[config.mk]
export PLATFORM = sky130hd
export DESIGN_NAME = irq_router
export DESIGN_NICKNAME = d
export VERILOG_FILES = /design/src/rtl/irq_route_pkg.sv /design/src/rtl/irq_slot_map.sv /design/src/rtl/irq_line_decode.sv /design/src/rtl/irq_shaper.sv /design/src/rtl/irq_router.sv
export SDC_FILE = /design/constraint.sdc
export NUM_CORES = 1
export LEC_CHECK = 0
export BUFFER_PORTS_ARGS = -buffer_cell sky130_fd_sc_hd__buf_2
export CORE_AREA = 2 2 60 62
export CTS_CLUSTER_DIAMETER = 40
export DETAILED_ROUTE_END_ITERATION = 10
export DIE_AREA = 0 0 62 64
export PLACE_DENSITY_LB_ADDON = 0.1
export SLEW_MARGIN = 20
export SYNTH_ARGS = -nofsm -noshare
export SYNTH_HDL_FRONTEND = slang
export SYNTH_HIERARCHICAL = 1
export SYNTH_SLANG_ARGS = --single-unit
[constraint.sdc]
create_clock -name clk -period 11.4 [get_ports clk]
set_input_delay 2.28 -clock clk [delete_from_list [all_inputs] [get_ports clk]]
set_output_delay 2.28 -clock clk [all_outputs]
set_load 0.005 [all_outputs]
[src/rtl/irq_route_pkg.sv]
// Package: shared widths and slot-table constants for the interrupt router.
package irq_route_pkg;
    localparam int SLOT_W      = 5;   // slot number width
    localparam int PIN_W       = 2;   // interrupt pin width (A..D)
    localparam int LINE_W      = 8;   // mapped line number width
    localparam int LINE_BASE   = 32;  // first internal line number
    localparam int NUM_LINES   = 32;  // size of the internal line window
    localparam int QUAD_SLOT   = 5;   // slot whose pins keep separate lines
    localparam int SOLO_SLOT_A = 6;   // slot with one shared line
    localparam int SOLO_SLOT_B = 7;   // second slot with one shared line
    localparam int EXP_FIRST   = 8;   // first rotating expansion slot
    localparam int EXP_COUNT   = 5;   // number of expansion slots
    localparam int SOLO_OFS_A  = 4;   // line offset for SOLO_SLOT_A
    localparam int SOLO_OFS_B  = 5;   // line offset for SOLO_SLOT_B
    localparam int EXP_OFS     = 6;   // line offset of expansion group
endpackage

[src/rtl/irq_slot_map.sv]
// Module: irq_slot_map
// Purely combinational slot/pin to line translation.
// Assumes the expansion group lies above the fixed slots; any slot not
// listed passes its pin number through untranslated.
module irq_slot_map
    import irq_route_pkg::*;
#(
    parameter int SW        = SLOT_W,
    parameter int PW        = PIN_W,
    parameter int LW        = LINE_W,
    parameter int BASE      = LINE_BASE,
    parameter int EXP_FIRST_P = EXP_FIRST,
    parameter int EXP_CNT_P   = EXP_COUNT
) (
    input  logic [SW-1:0] slot,
    input  logic [PW-1:0] pin,
    output logic [LW-1:0] line
);
    localparam logic [SW-1:0] QUAD_S  = SW'(QUAD_SLOT);
    localparam logic [SW-1:0] SOLO_SA = SW'(SOLO_SLOT_A);
    localparam logic [SW-1:0] SOLO_SB = SW'(SOLO_SLOT_B);
    localparam logic [SW-1:0] EXP_LO  = SW'(EXP_FIRST_P);
    localparam logic [SW:0]   EXP_HI  = (SW+1)'(EXP_FIRST_P + EXP_CNT_P);
    localparam logic [LW-1:0] BASE_L  = LW'(BASE);

    logic in_exp;

    // Purpose: detect membership in the rotating expansion group.
    always_comb in_exp = (slot >= EXP_LO) && ({1'b0, slot} < EXP_HI);

    // Purpose: select the line number for the current slot/pin pair.
    always_comb begin
        if (slot == QUAD_S)
            line = BASE_L + LW'(pin);
        else if (slot == SOLO_SA)
            line = BASE_L + LW'(SOLO_OFS_A);
        else if (slot == SOLO_SB)
            line = BASE_L + LW'(SOLO_OFS_B);
        else if (in_exp)
            line = BASE_L + LW'(EXP_OFS) + LW'(slot - EXP_LO) + LW'(pin);
        else
            line = LW'(pin);
    end
endmodule

[src/rtl/irq_line_decode.sv]
// Module: irq_line_decode
// Checks that a line lies in the internal window and picks that line's
// pulse-select and polarity bits through a one-hot decode.
// Assumes NUM is a power of two no larger than 2**LW.
module irq_line_decode #(
    parameter int LW   = 8,
    parameter int BASE = 32,
    parameter int NUM  = 32
) (
    input  logic [LW-1:0]  line,
    input  logic [NUM-1:0] edge_vec,
    input  logic [NUM-1:0] pol_vec,
    output logic           in_range,
    output logic           edge_bit,
    output logic           pol_bit
);
    localparam int IW = $clog2(NUM);
    localparam logic [LW:0] LO_L = (LW+1)'(BASE);
    localparam logic [LW:0] HI_L = (LW+1)'(BASE + NUM);

    logic [IW-1:0]  idx;
    logic [NUM-1:0] hit;

    // Purpose: window test and line-to-index conversion.
    always_comb begin
        in_range = ({1'b0, line} >= LO_L) && ({1'b0, line} < HI_L);
        idx      = IW'(line - LW'(BASE));
    end

    // Purpose: one decoder leg per internal line.
    for (genvar i = 0; i < NUM; i++) begin : g_hit
        assign hit[i] = in_range && (idx == IW'(i));
    end

    // Purpose: pick the configuration bits of the hit line.
    always_comb begin
        edge_bit = |(hit & edge_vec);
        pol_bit  = |(hit & pol_vec);
    end
endmodule

[src/rtl/irq_shaper.sv]
// Module: irq_shaper
// Produces the CPU interrupt: a one-cycle pulse or a held level.
// Assumes accept is high only for events that map inside the window.
module irq_shaper (
    input  logic clk,
    input  logic rst_n,
    input  logic accept,
    input  logic edge_bit,
    input  logic pol_bit,
    output logic irq
);
    logic pulse_q;
    logic level_q;

    // Purpose: pulse lasts one cycle; level updates only on accept.
    always_ff @(posedge clk) begin
        if (!rst_n) begin
            pulse_q <= 1'b0;
            level_q <= 1'b0;
        end else begin
            pulse_q <= accept && edge_bit;
            if (accept)
                level_q <= edge_bit ? 1'b0 : pol_bit;
        end
    end

    // Purpose: merge the pulse and the held level.
    always_comb irq = pulse_q | level_q;
endmodule

[src/rtl/irq_router.sv]
// Module: irq_router (top)
// Maps a PCI slot/pin event to an interrupt line, reports it one cycle
// later and shapes the CPU interrupt from per-line configuration.
// Assumes configuration vectors are only meaningful in event cycles.
module irq_router
    import irq_route_pkg::*;
#(
    parameter int SW   = SLOT_W,
    parameter int PW   = PIN_W,
    parameter int LW   = LINE_W,
    parameter int BASE = LINE_BASE,
    parameter int NUM  = NUM_LINES
) (
    input  logic          clk,
    input  logic          rst_n,
    input  logic          evt_valid,
    input  logic [SW-1:0] evt_slot,
    input  logic [PW-1:0] evt_pin,
    input  logic [NUM-1:0] edge_sel,
    input  logic [NUM-1:0] pol_sel,
    output logic          line_valid,
    output logic [LW-1:0] line_num,
    output logic          line_oor,
    output logic          cpu_irq
);
    logic [LW-1:0] map_line;
    logic          map_in_range;
    logic          map_edge;
    logic          map_pol;
    logic          accept;

    irq_slot_map #(
        .SW(SW), .PW(PW), .LW(LW), .BASE(BASE),
        .EXP_FIRST_P(EXP_FIRST), .EXP_CNT_P(EXP_COUNT)
    ) map_i (
        .slot (evt_slot),
        .pin  (evt_pin),
        .line (map_line)
    );

    irq_line_decode #(.LW(LW), .BASE(BASE), .NUM(NUM)) dec_i (
        .line     (map_line),
        .edge_vec (edge_sel),
        .pol_vec  (pol_sel),
        .in_range (map_in_range),
        .edge_bit (map_edge),
        .pol_bit  (map_pol)
    );

    // Purpose: only in-window events may change the interrupt.
    always_comb accept = evt_valid && map_in_range;

    irq_shaper shp_i (
        .clk      (clk),
        .rst_n    (rst_n),
        .accept   (accept),
        .edge_bit (map_edge),
        .pol_bit  (map_pol),
        .irq      (cpu_irq)
    );

    // Purpose: register the line report for the cycle after the event.
    always_ff @(posedge clk) begin
        if (!rst_n) begin
            line_valid <= 1'b0;
            line_num   <= '0;
            line_oor   <= 1'b0;
        end else begin
            line_valid <= evt_valid;
            if (evt_valid) begin
                line_num <= map_line;
                line_oor <= !map_in_range;
            end
        end
    end
endmodule

==> results of run 1 <==
[routing by layer]
metal / vias to the layer above / share of wire [%] / wire length (um)
li1: 878 / - / -
met3: 0 / 7.4 / 295
met5: - / 0 / 0
met1: 750 / 46 / 1860
met4: 0 / 0 / 0
met2: 58 / 46 / 1850
[kinds of logic (layout without fill, tap and decap cells)]
logic type,after synthesis,in the layout,synth area share [%]
AND/OR/NAND/NOR,67,67,25.6
AO/OA/AOI/OAI,48,48,22.1
multiplexers,27,27,19.8
buffers and inverters,25,103,7.73
flip-flops,12,12,15.5
adder cells (fa/ha/maj),10,10,8.53
other,1,1,0.241
XOR/XNOR,1,1,0.564
[worst max-delay path, stage by stage]
cell	delay (ns)
buf_2	0.14
inv_1	0.05
ha_1	0.26
inv_1	0.04
ha_1	0.21
fa_1	0.48
inv_1	0.05
o21ai_2	0.81
mux4_2	0.59
and2_1	0.18
a211oi_2	0.20
a211oi_1	0.08
o31a_1	0.30
and3_2	0.19
[cell type report]
class | instances | area (um2)
inverter | 12 | 45.0
tap | 46 | 57.6
fill | 330 | 1250
multi-input combinational | 154 | 1220
clock buffer | 3 | 22.5
timing repair buffer | 88 | 450
sequential | 12 | 240
[power breakdown]
part	internal, uW	leakage, uW	total [uW]	switching, uW
logic	38.8	0.000880	80.0	41.3
clock network	12.2	0.0000138	24.2	12.1
registers	44.0	0.0000982	45.0	0.943
[state kept, by name (all words and copies together) (netlist names)]
name and count:
line_num 8, line_oor 1, line_valid 1, shp_i/level_q 1, shp_i/pulse_q 1
[layout by cell type (no fill, tap or decap), types with 3 or more instances in the layout]
cell type  netlist  layout
buf_2            9      84
mux2i_1         15      14
nor2b_1         13      13
inv_1           12      12
dfxtp_1         12      12
o21ai_0         11      10
nor2_1          10      10
nand3_1          9       9
mux2_2           9       9
ha_1             9       9
a21oi_1          7       7
nand2_1          6       6
nor3b_1          4       4
and3_1           4       4
a22oi_1          4       4
a31oi_1          4       4
nand4_1          4       4
buf_4            2       4
clkbuf_4         0       3
[stage by stage]
| step | area (um2) | util [%] | std cells | hold WS, ns | setup slack, ns |
|---|---|---|---|---|---|
| after floorplan | 1550 | - | 191 | 0.444 | 6.12 |
| after global placement | 2010 | 61.2 | 312 | 0.463 | 5.48 |
| after detailed placement | 2010 | 61.2 | 312 | 0.462 | 5.43 |
| after CTS | 2030 | 61.9 | 315 | 0.471 | 5.70 |
| after global routing | 2030 | 61.9 | 315 | 0.497 | 5.48 |
| final | 2030 | 61.9 | 315 | 0.471 | 5.68 |
[worst paths after layout]
kind	cells past startpoint	end	from	slack, ns
max	14	shp_i/pulse_q	evt_slot[1]	5.68
max reg2reg	2	line_num[2]	line_num[2]	10.77
min reg2reg	2	shp_i/level_q	shp_i/level_q	0.47
min	2	shp_i/level_q	shp_i/level_q	0.47
==> impl_metrics.py, run 1 <==
metrics = {
    "outcome": {
        "outcome": "finished clean",
    },
    "worst_hold_path": {
        "min_path_type": "register to register",
    },
    "place": {
        "globalplace.congestion": 0.738,
        "port_buffers": 84,
        "detailedPlacementHpwl_mm": 3.13,
    },
    "setup_path": {
        "worstSetupPathType": "input port to register",
        "crit_arrival_ns": 5.87,
        "critical_path.startpoint_type": "input port",
        "worst_setup_path_end_kind": "register",
        "worst-path-max-fanout": 24,
        "cp_data_required_time_ns": 11.55,
    },
    "logic_synthesis": {
        "synth_async_sr_flop_share_pct": 0,
        "post_synth_instance_area_um2": 1550,
        "synth-edff-count": 0,
        "yosysMostFrequentCell": "mux2i_1",
        "syn_nets": 275,
        "post_synth_main_area_contributors": "dfxtp_1 15%, mux2i_1 9.7%, ha_1 7.2%, mux2_2 6.5%, nor2b_1 5.2%",
        "synth.ff_latch_count": 12,
        "synth_top_area_share_pct": 15.5,
        "synthesis.yosys.warnings": 6,
        "synth_common_cells": "15 x mux2i_1, 13 x nor2b_1, 12 x dfxtp_1, 12 x inv_1, 11 x o21ai_0",
        "syn-mean-instance-area_um2": 8.14,
        "synth_area_leader_cell": "dfxtp_1",
        "synthesis.instances": 191,
        "synthFlopType": "dfxtp_1",
        "count_of_distinct_cell_types_in_the_synthesized_netlist": 57,
        "ys_seq_area_share_pct": 15.5,
    },
    "cts": {
        "clock_tree.root_cell": "clkbuf_4",
        "worst_skew_pair.late_latency_ns": 0.26,
        "clockBufferDepth": 2,
        "clock_transition_at_the_registers_of_the_reported_paths_ns": 0.07,
        "cts_hold_repair.buffers": 0,
        "tritoncts.num_buffers": 3,
        "clock_tree.htree_level_count": 1,
        "cts_resized": 0,
        "tritoncts_clock_tree": "built",
        "cts_num_sinks": 12,
        "cts_setup_buffers": 0,
    },
    "global_route": {
        "antenna_found_initial": 0,
        "track_usage_pct": 20.0,
        "grt_util_met2_pct": 33.7,
        "top_usage_layer": "met2",
        "grt_util_met1_pct": 27.7,
        "grt_remaining_overflow": 0,
        "grt_pass1_vias": 1552,
        "grt_util_met3_pct": 2.02,
        "grt_pass1_wl_mm": 6.39,
        "pin_count_of_the_biggest_net_entering_global_routing": 31,
    },
    "die": {
        "floorplan.die_area_um2": 3970,
        "dieWidth_um": 62,
        "core_region_area_um2": 3280,
        "row_count": 21,
        "initial_core_utilization_pct": 47.3,
        "design.portCount": 85,
        "y_dimension_of_the_die_um": 64,
    },
    "timing": {
        "final.setup_skew_ns": 0,
        "final_max_slew_viol_count": 0,
        "finalSetupTns_ns": 0,
        "finalWorstPathRequiredPeriod_ns": 5.72,
        "worst_slew_pin_slew_ns": 1.05,
        "report.final.hold_viol_count": 0,
        "final_min_period_over_clock_period_pct": 50.1,
        "worst_slew_margin_rel_pct": 30.0,
        "report.final.setup_viol": 0,
        "grt_setup_unrepaired": "false",
        "clock.fmax_mhz": 175,
    },
    "pwr": {
        "static-leakage-power_uw": 0.000992,
        "power-per-cell-area_nw_per_um2": 73.4,
        "post-layout-total-power_uw": 149,
        "max-vdd-ir-drop_mv": 0.0664,
    },
    "detailed_routing": {
        "route.vias.total": 1686,
        "drt-total-wl_mm": 4.00,
        "postRouteAntennaNets": 0,
        "detail_route.wl_per_cell_um": 12.7,
        "vias_per_cell": 5.35,
        "dr.pass1.iters": 4,
        "drt_iter0_markers": 119,
        "route.detailed.drc": 0,
    },
    "cells_and_area": {
        "layout-area-overhead-vs-synth_pct": 30.8,
        "nNetsFinal": 355,
        "layout-drive-gt1-share_pct": 40.9,
        "antenna_cells": 0,
    },
    "job": {
        "drv.max_cap_violation_count": 0,
    },
}
No activity file was read; power rests on OpenSTA's default activity.
==> run 2: changes to the inputs <==
Settings changed: CORE_AREA 2 2 60 62 to 2 2 62 64, DIE_AREA 0 0 62 64 to 0 0 64 66.
Clock period 11.4 ns to 5.68 ns, I/O delays scaled along.
==> run 2 against run 1 <==
Against the previous run:
- worst setup slack got worse by 4.2 ns
- sequential share of layout area down 0.14 points
- critical path type unchanged
- die area increased by 6.5%
- clock power rose to 2.8 times the previous value
- highest routed layer is now met4
- via count decreased by 0.36%
- register-to-register slack worse by 5.7 ns
- flip-flop and latch count did not move
- non-clock buffer count is 1 higher
==> impl_metrics.py, run 2 (synthesis results as in run 1) <==
metrics = {
    "outcome": {
        "outcome": "finished clean",
    },
    "setup_path": {
        "r2r_setup_slack_ns": 5.07,
        "critical_path.reg2reg.endpoint": "line_oor",
        "cp_data_required_time_ns": 5.86,
        "worst-path-max-fanout": 13,
        "worst_setup_path_end_kind": "register",
        "timing.reg2reg.worst_path_depth": 2,
        "reg2reg_from": "line_oor",
        "critical_path_source": "evt_slot[1]",
        "worstSetupPathType": "input port to register",
        "critical_path.startpoint_type": "input port",
        "crit_arrival_ns": 4.37,
        "crit_path_end": "shp_i/pulse_q",
    },
    "pwr": {
        "static-leakage-power_uw": 0.00100,
        "psw_uw": 115,
        "combinational_fraction_of_design_power_pct": 50.6,
        "max-vdd-ir-drop_mv": 0.103,
        "proportion_of_power_drawn_by_the_clock_network_pct": 21.3,
        "intPower_uw": 206,
        "seq_power_share_pct": 28.1,
        "p_sw_share_pct": 35.8,
        "power-per-cell-area_nw_per_um2": 156,
        "post-layout-total-power_uw": 321,
    },
    "cells_and_area": {
        "most-common-layout-cells": "84 x buf_2, 14 x mux2i_1, 13 x nor2b_1, 12 x inv_1, 12 x dfxtp_1",
        "layout.cells.most_common": "buf_2",
        "antenna_cells": 0,
        "layout-area-overhead-vs-synth_pct": 32.3,
        "largest_reg_by_ff_count": "line_num",
        "utilization_pct": 57.9,
        "largest_register_ffs": 8,
        "post-route-cell-area_um2": 2060,
        "nNetsFinal": 356,
        "layout-drive-gt1-share_pct": 41.3,
    },
    "cts": {
        "clock_transition_at_the_registers_of_the_reported_paths_ns": 0.07,
        "worst_skew_pair.late_latency_ns": 0.28,
        "cts_num_sinks": 12,
        "clock_tree.root_cell": "clkbuf_4",
        "cts_setup_buffers": 0,
        "tritoncts.num_buffers": 3,
        "tritoncts_clock_tree": "built",
        "clock_tree.htree_level_count": 1,
        "cts_resized": 0,
        "cts_hold_repair.buffers": 0,
        "clockBufferDepth": 2,
    },
    "global_route": {
        "antenna_found_initial": 0,
        "grt_pass1_vias": 1517,
        "grt_remaining_overflow": 0,
        "track_usage_pct": 19.7,
        "grt_pass1_wl_mm": 6.79,
        "pin_count_of_the_biggest_net_entering_global_routing": 31,
    },
    "place": {
        "placed_cell_area_um2": 2020,
        "port_buffers": 84,
        "post-place-ws_ns": 1.19,
        "globalplace.congestion": 0.803,
        "detailedPlacementHpwl_mm": 3.29,
    },
    "timing": {
        "finalSetupTns_ns": 0,
        "report.final.setup_viol": 0,
        "final_max_slew_viol_count": 0,
        "worst_slew_pin_slew_ns": 0.587,
        "finalWorstPathRequiredPeriod_ns": 4.20,
        "final.setup_skew_ns": 0,
        "grt_setup_unrepaired": "false",
        "report.final.hold_viol_count": 0,
        "worst_slew_margin_rel_pct": 60.9,
        "final_min_period_over_clock_period_pct": 73.9,
        "clock.fmax_mhz": 238,
        "fin_ws_ns": 1.48,
    },
    "die": {
        "y_dimension_of_the_die_um": 66,
        "design.portCount": 85,
        "row_count": 22,
        "initial_core_utilization_pct": 43.8,
        "core_region_area_um2": 3550,
        "dieWidth_um": 64,
        "floorplan.die_area_um2": 4220,
    },
    "detailed_routing": {
        "vias_per_cell": 5.27,
        "route.vias.total": 1680,
        "postRouteAntennaNets": 0,
        "dr.pass1.iters": 4,
        "drt_iter0_markers": 120,
        "drt-total-wl_mm": 4.18,
        "detail_route.wl_per_cell_um": 13.1,
        "route.detailed.drc": 0,
    },
    "job": {
        "drv.max_cap_violation_count": 0,
    },
    "worst_hold_path": {
        "min_path_type": "register to register",
    },
}
[run 2: cell count changes in the layout (fill, tap and decap cells not counted), sizes merged]
cell    previous run  this run
clkbuf             3         4
buf               88        89
[run 2: critical path, cell delays in order]
cell and delay, ns:
buf_2 0.14, inv_1 0.05, ha_1 0.26, inv_1 0.04, ha_1 0.21, fa_1 0.48
inv_1 0.05, o21ai_2 0.48, mux4_2 0.58, and2_1 0.18, a211oi_2 0.18, a211oi_1 0.08
o31a_1 0.31, and3_2 0.19
[run 2: through the flow]
stage,instances,hold WS (ns)
floorplan,191,0.444
global placement,315,0.459
detailed placement,315,0.468
CTS,319,0.479
global route,319,0.514
finish,319,0.483
[run 2: final cells by class]
cell class | count | area (um2)
inverter | 12 | 45.0
tap | 48 | 60.1
fill | 349 | 1500
timing repair buffer | 89 | 458
sequential | 12 | 240
multi-input combinational | 154 | 1220
clock buffer | 4 | 36.3
[run 2: power groups by stage]
stage                     sequential, uW  combinational, uW  clock [uW]
after floorplan                     92.6                107           0
after global placement              92.3                162           0
after detailed placement            92.2                162           0
after CTS                           90.4                163        70.8
after global routing                90.9                181        76.3
final                               90.3                162        68.3
[run 2: how the worst min path moves through the flow]
stage	start	endpoint	slack [ns]	cells past startpoint
after CTS	shp_i/level_q	shp_i/level_q	0.48	2
after floorplan	shp_i/level_q	shp_i/level_q	0.44	2
after global routing	shp_i/level_q	shp_i/level_q	0.51	2
after global placement	shp_i/level_q	shp_i/level_q	0.46	2
final	shp_i/level_q	shp_i/level_q	0.48	2
after detailed placement	shp_i/level_q	shp_i/level_q	0.47	2
[run 2: metal layers]
layer,vias up,wire [um],track usage [%]
met4,0,29,4.08
met3,3,271,3.07
met5,-,0,0
met2,61,1920,32.2
met1,737,1960,27.4
li1,879,-,-
==> run 3: changes to the inputs <==
Clock period 5.68 ns to 3.9 ns, I/O delays scaled along.
==> run 3 against run 2 <==
Against the previous run:
- die area did not move
- sequential power rose by 45%
- utilization rose by 1.3 points
- combinational power rose by 52%
- critical path depth rose by 1
- largest cell class unchanged
- largest power group unchanged
==> impl_metrics.py, run 3 (synthesis results as in run 1) <==
metrics = {
    "timing": {
        "final.setup_skew_ns": 0,
        "final_min_period_over_clock_period_pct": 89.3,
        "final_max_slew_viol_count": 0,
        "grt_setup_unrepaired": "false",
        "finalWorstPathRequiredPeriod_ns": 3.48,
        "worst_slew_pin_slew_ns": 0.481,
        "report.final.setup_viol": 0,
        "worst_slew_margin_rel_pct": 67.4,
        "clock.fmax_mhz": 287,
        "hold_ws_ns": 0.487,
        "finalSetupTns_ns": 0,
        "report.final.hold_viol_count": 0,
    },
    "setup_path": {
        "critical_path.startpoint_type": "input port",
        "crit_arrival_ns": 3.65,
        "cp_slowest_stage_delay_ns": 0.48,
        "critical-path-top-cell-by-count": "inv_1",
        "worst_setup_path_end_kind": "register",
        "crit_path_slowest_cell": "fa_1",
        "cp_data_required_time_ns": 4.07,
        "worst-path-max-fanout": 21,
        "worstSetupPathType": "input port to register",
        "cells_traversed_along_the_worst_timing_path": "buf_2 -> inv_1 -> ha_1 -> inv_1 -> ha_1 -> fa_1 -> inv_1 -> o21ai_2 -> buf_4 -> nor2b_1 -> a22oi_1 -> a211oi_1 -> o31a_1 -> nand4b_1 -> nand2_1",
    },
    "cells_and_area": {
        "layout-area-overhead-vs-synth_pct": 35.2,
        "layout.cells.most_common": "buf_2",
        "most-common-layout-cells": "84 x buf_2, 14 x mux2i_1, 13 x nor2b_1, 12 x inv_1, 12 x dfxtp_1",
        "antenna_cells": 0,
        "area.sequential_um2": 240,
        "layout.filler_cells": 340,
        "nNetsFinal": 362,
        "largest_reg_by_ff_count": "line_num",
        "multi_input_area_um2": 1220,
        "layout-drive-gt1-share_pct": 42.6,
        "largest_register_ffs": 8,
    },
    "cts": {
        "clock_tree.root_cell": "clkbuf_4",
        "cts_hold_repair.buffers": 0,
        "tritoncts.num_buffers": 3,
        "cts_setup_buffers": 0,
        "clockBufferDepth": 2,
        "cts_resized": 0,
        "clock_transition_at_the_registers_of_the_reported_paths_ns": 0.08,
        "worst_skew_pair.late_latency_ns": 0.26,
        "clock_tree.htree_level_count": 1,
        "cts_num_sinks": 12,
        "tritoncts_clock_tree": "built",
    },
    "pwr": {
        "static-leakage-power_uw": 0.00103,
        "power-per-cell-area_nw_per_um2": 227,
        "max-vdd-ir-drop_mv": 0.192,
    },
    "global_route": {
        "antenna_found_initial": 0,
        "grt_pass1_wl_mm": 7.01,
        "track_usage_pct": 20.3,
        "pin_count_of_the_biggest_net_entering_global_routing": 22,
        "grt_remaining_overflow": 0,
        "grt_pass1_vias": 1589,
    },
    "die": {
        "initial_core_utilization_pct": 43.8,
        "core_region_area_um2": 3550,
        "y_dimension_of_the_die_um": 66,
        "design.portCount": 85,
        "floorplan.die_area_um2": 4220,
        "dieWidth_um": 64,
        "row_count": 22,
    },
    "detailed_routing": {
        "detail_route.wl_per_cell_um": 13.1,
        "drt-total-wl_mm": 4.25,
        "route.detailed.drc": 0,
        "route.vias.total": 1708,
        "drt_iter0_markers": 100,
        "dr.pass1.iters": 4,
        "vias_per_cell": 5.26,
        "postRouteAntennaNets": 0,
    },
    "job": {
        "drv.max_cap_violation_count": 0,
    },
    "place": {
        "port_buffers": 84,
        "globalplace.congestion": 0.792,
        "detailedPlacementHpwl_mm": 3.48,
    },
    "worst_hold_path": {
        "min_path_type": "register to register",
    },
    "outcome": {
        "outcome": "finished clean",
    },
}
==> run 3: worst max-delay path: cells and delay by family <==
kind            cells  cell delay, ns
buf+inv             5            0.53
compound gates      4            0.84
fa+ha+maj           3            0.95
simple gates        3            0.56
==> run 3: power breakdown <==
part	switching, uW	internal (uW)
logic	125	122
registers	2.81	129
clock network	40.5	56.7
==> run 3: layer usage <==
metal  up-vias  global-route usage, %  wire length (um)
met4         0                   2.17                 0
met2        55                   32.8              1950
met1       760                   29.0              2040
met5         -                      0                 0
li1        893                      -                 -
met3         0                   3.41               252
==> run 3: cell type report <==
class | instances | area share [%]
clock buffers | 4 | 1.73
flip-flops and latches | 12 | 11.4
well taps | 48 | 2.86
repair buffers | 95 | 23.9
inverters | 12 | 2.14
multi-input cells | 154 | 57.9
==> run 3: through the flow <==
step | area (um2) | worst slack, ns | utilization [%] | power (uW) | std cells
after floorplan | 1550 | 0.123 | - | 291 | 191
after global placement | 2060 | 0.187 | 58.1 | 381 | 321
after global routing | 2100 | 0.171 | 59.2 | 519 | 325
after detailed placement | 2060 | 0.138 | 58.1 | 381 | 321
after CTS | 2100 | 0.412 | 59.2 | 481 | 325
final | 2100 | 0.418 | 59.2 | 476 | 325
==> run 3: path summary, 6_finish.rpt <==
kind / start / end / slack (ns) / cells after the start
setup / recovery: evt_slot[1] / shp_i/level_q / 0.42 / 15
hold reg to reg: shp_i/level_q / shp_i/level_q / 0.49 / 2
hold / removal: shp_i/level_q / shp_i/level_q / 0.49 / 2
setup reg to reg: line_num[3] / line_num[3] / 3.28 / 2
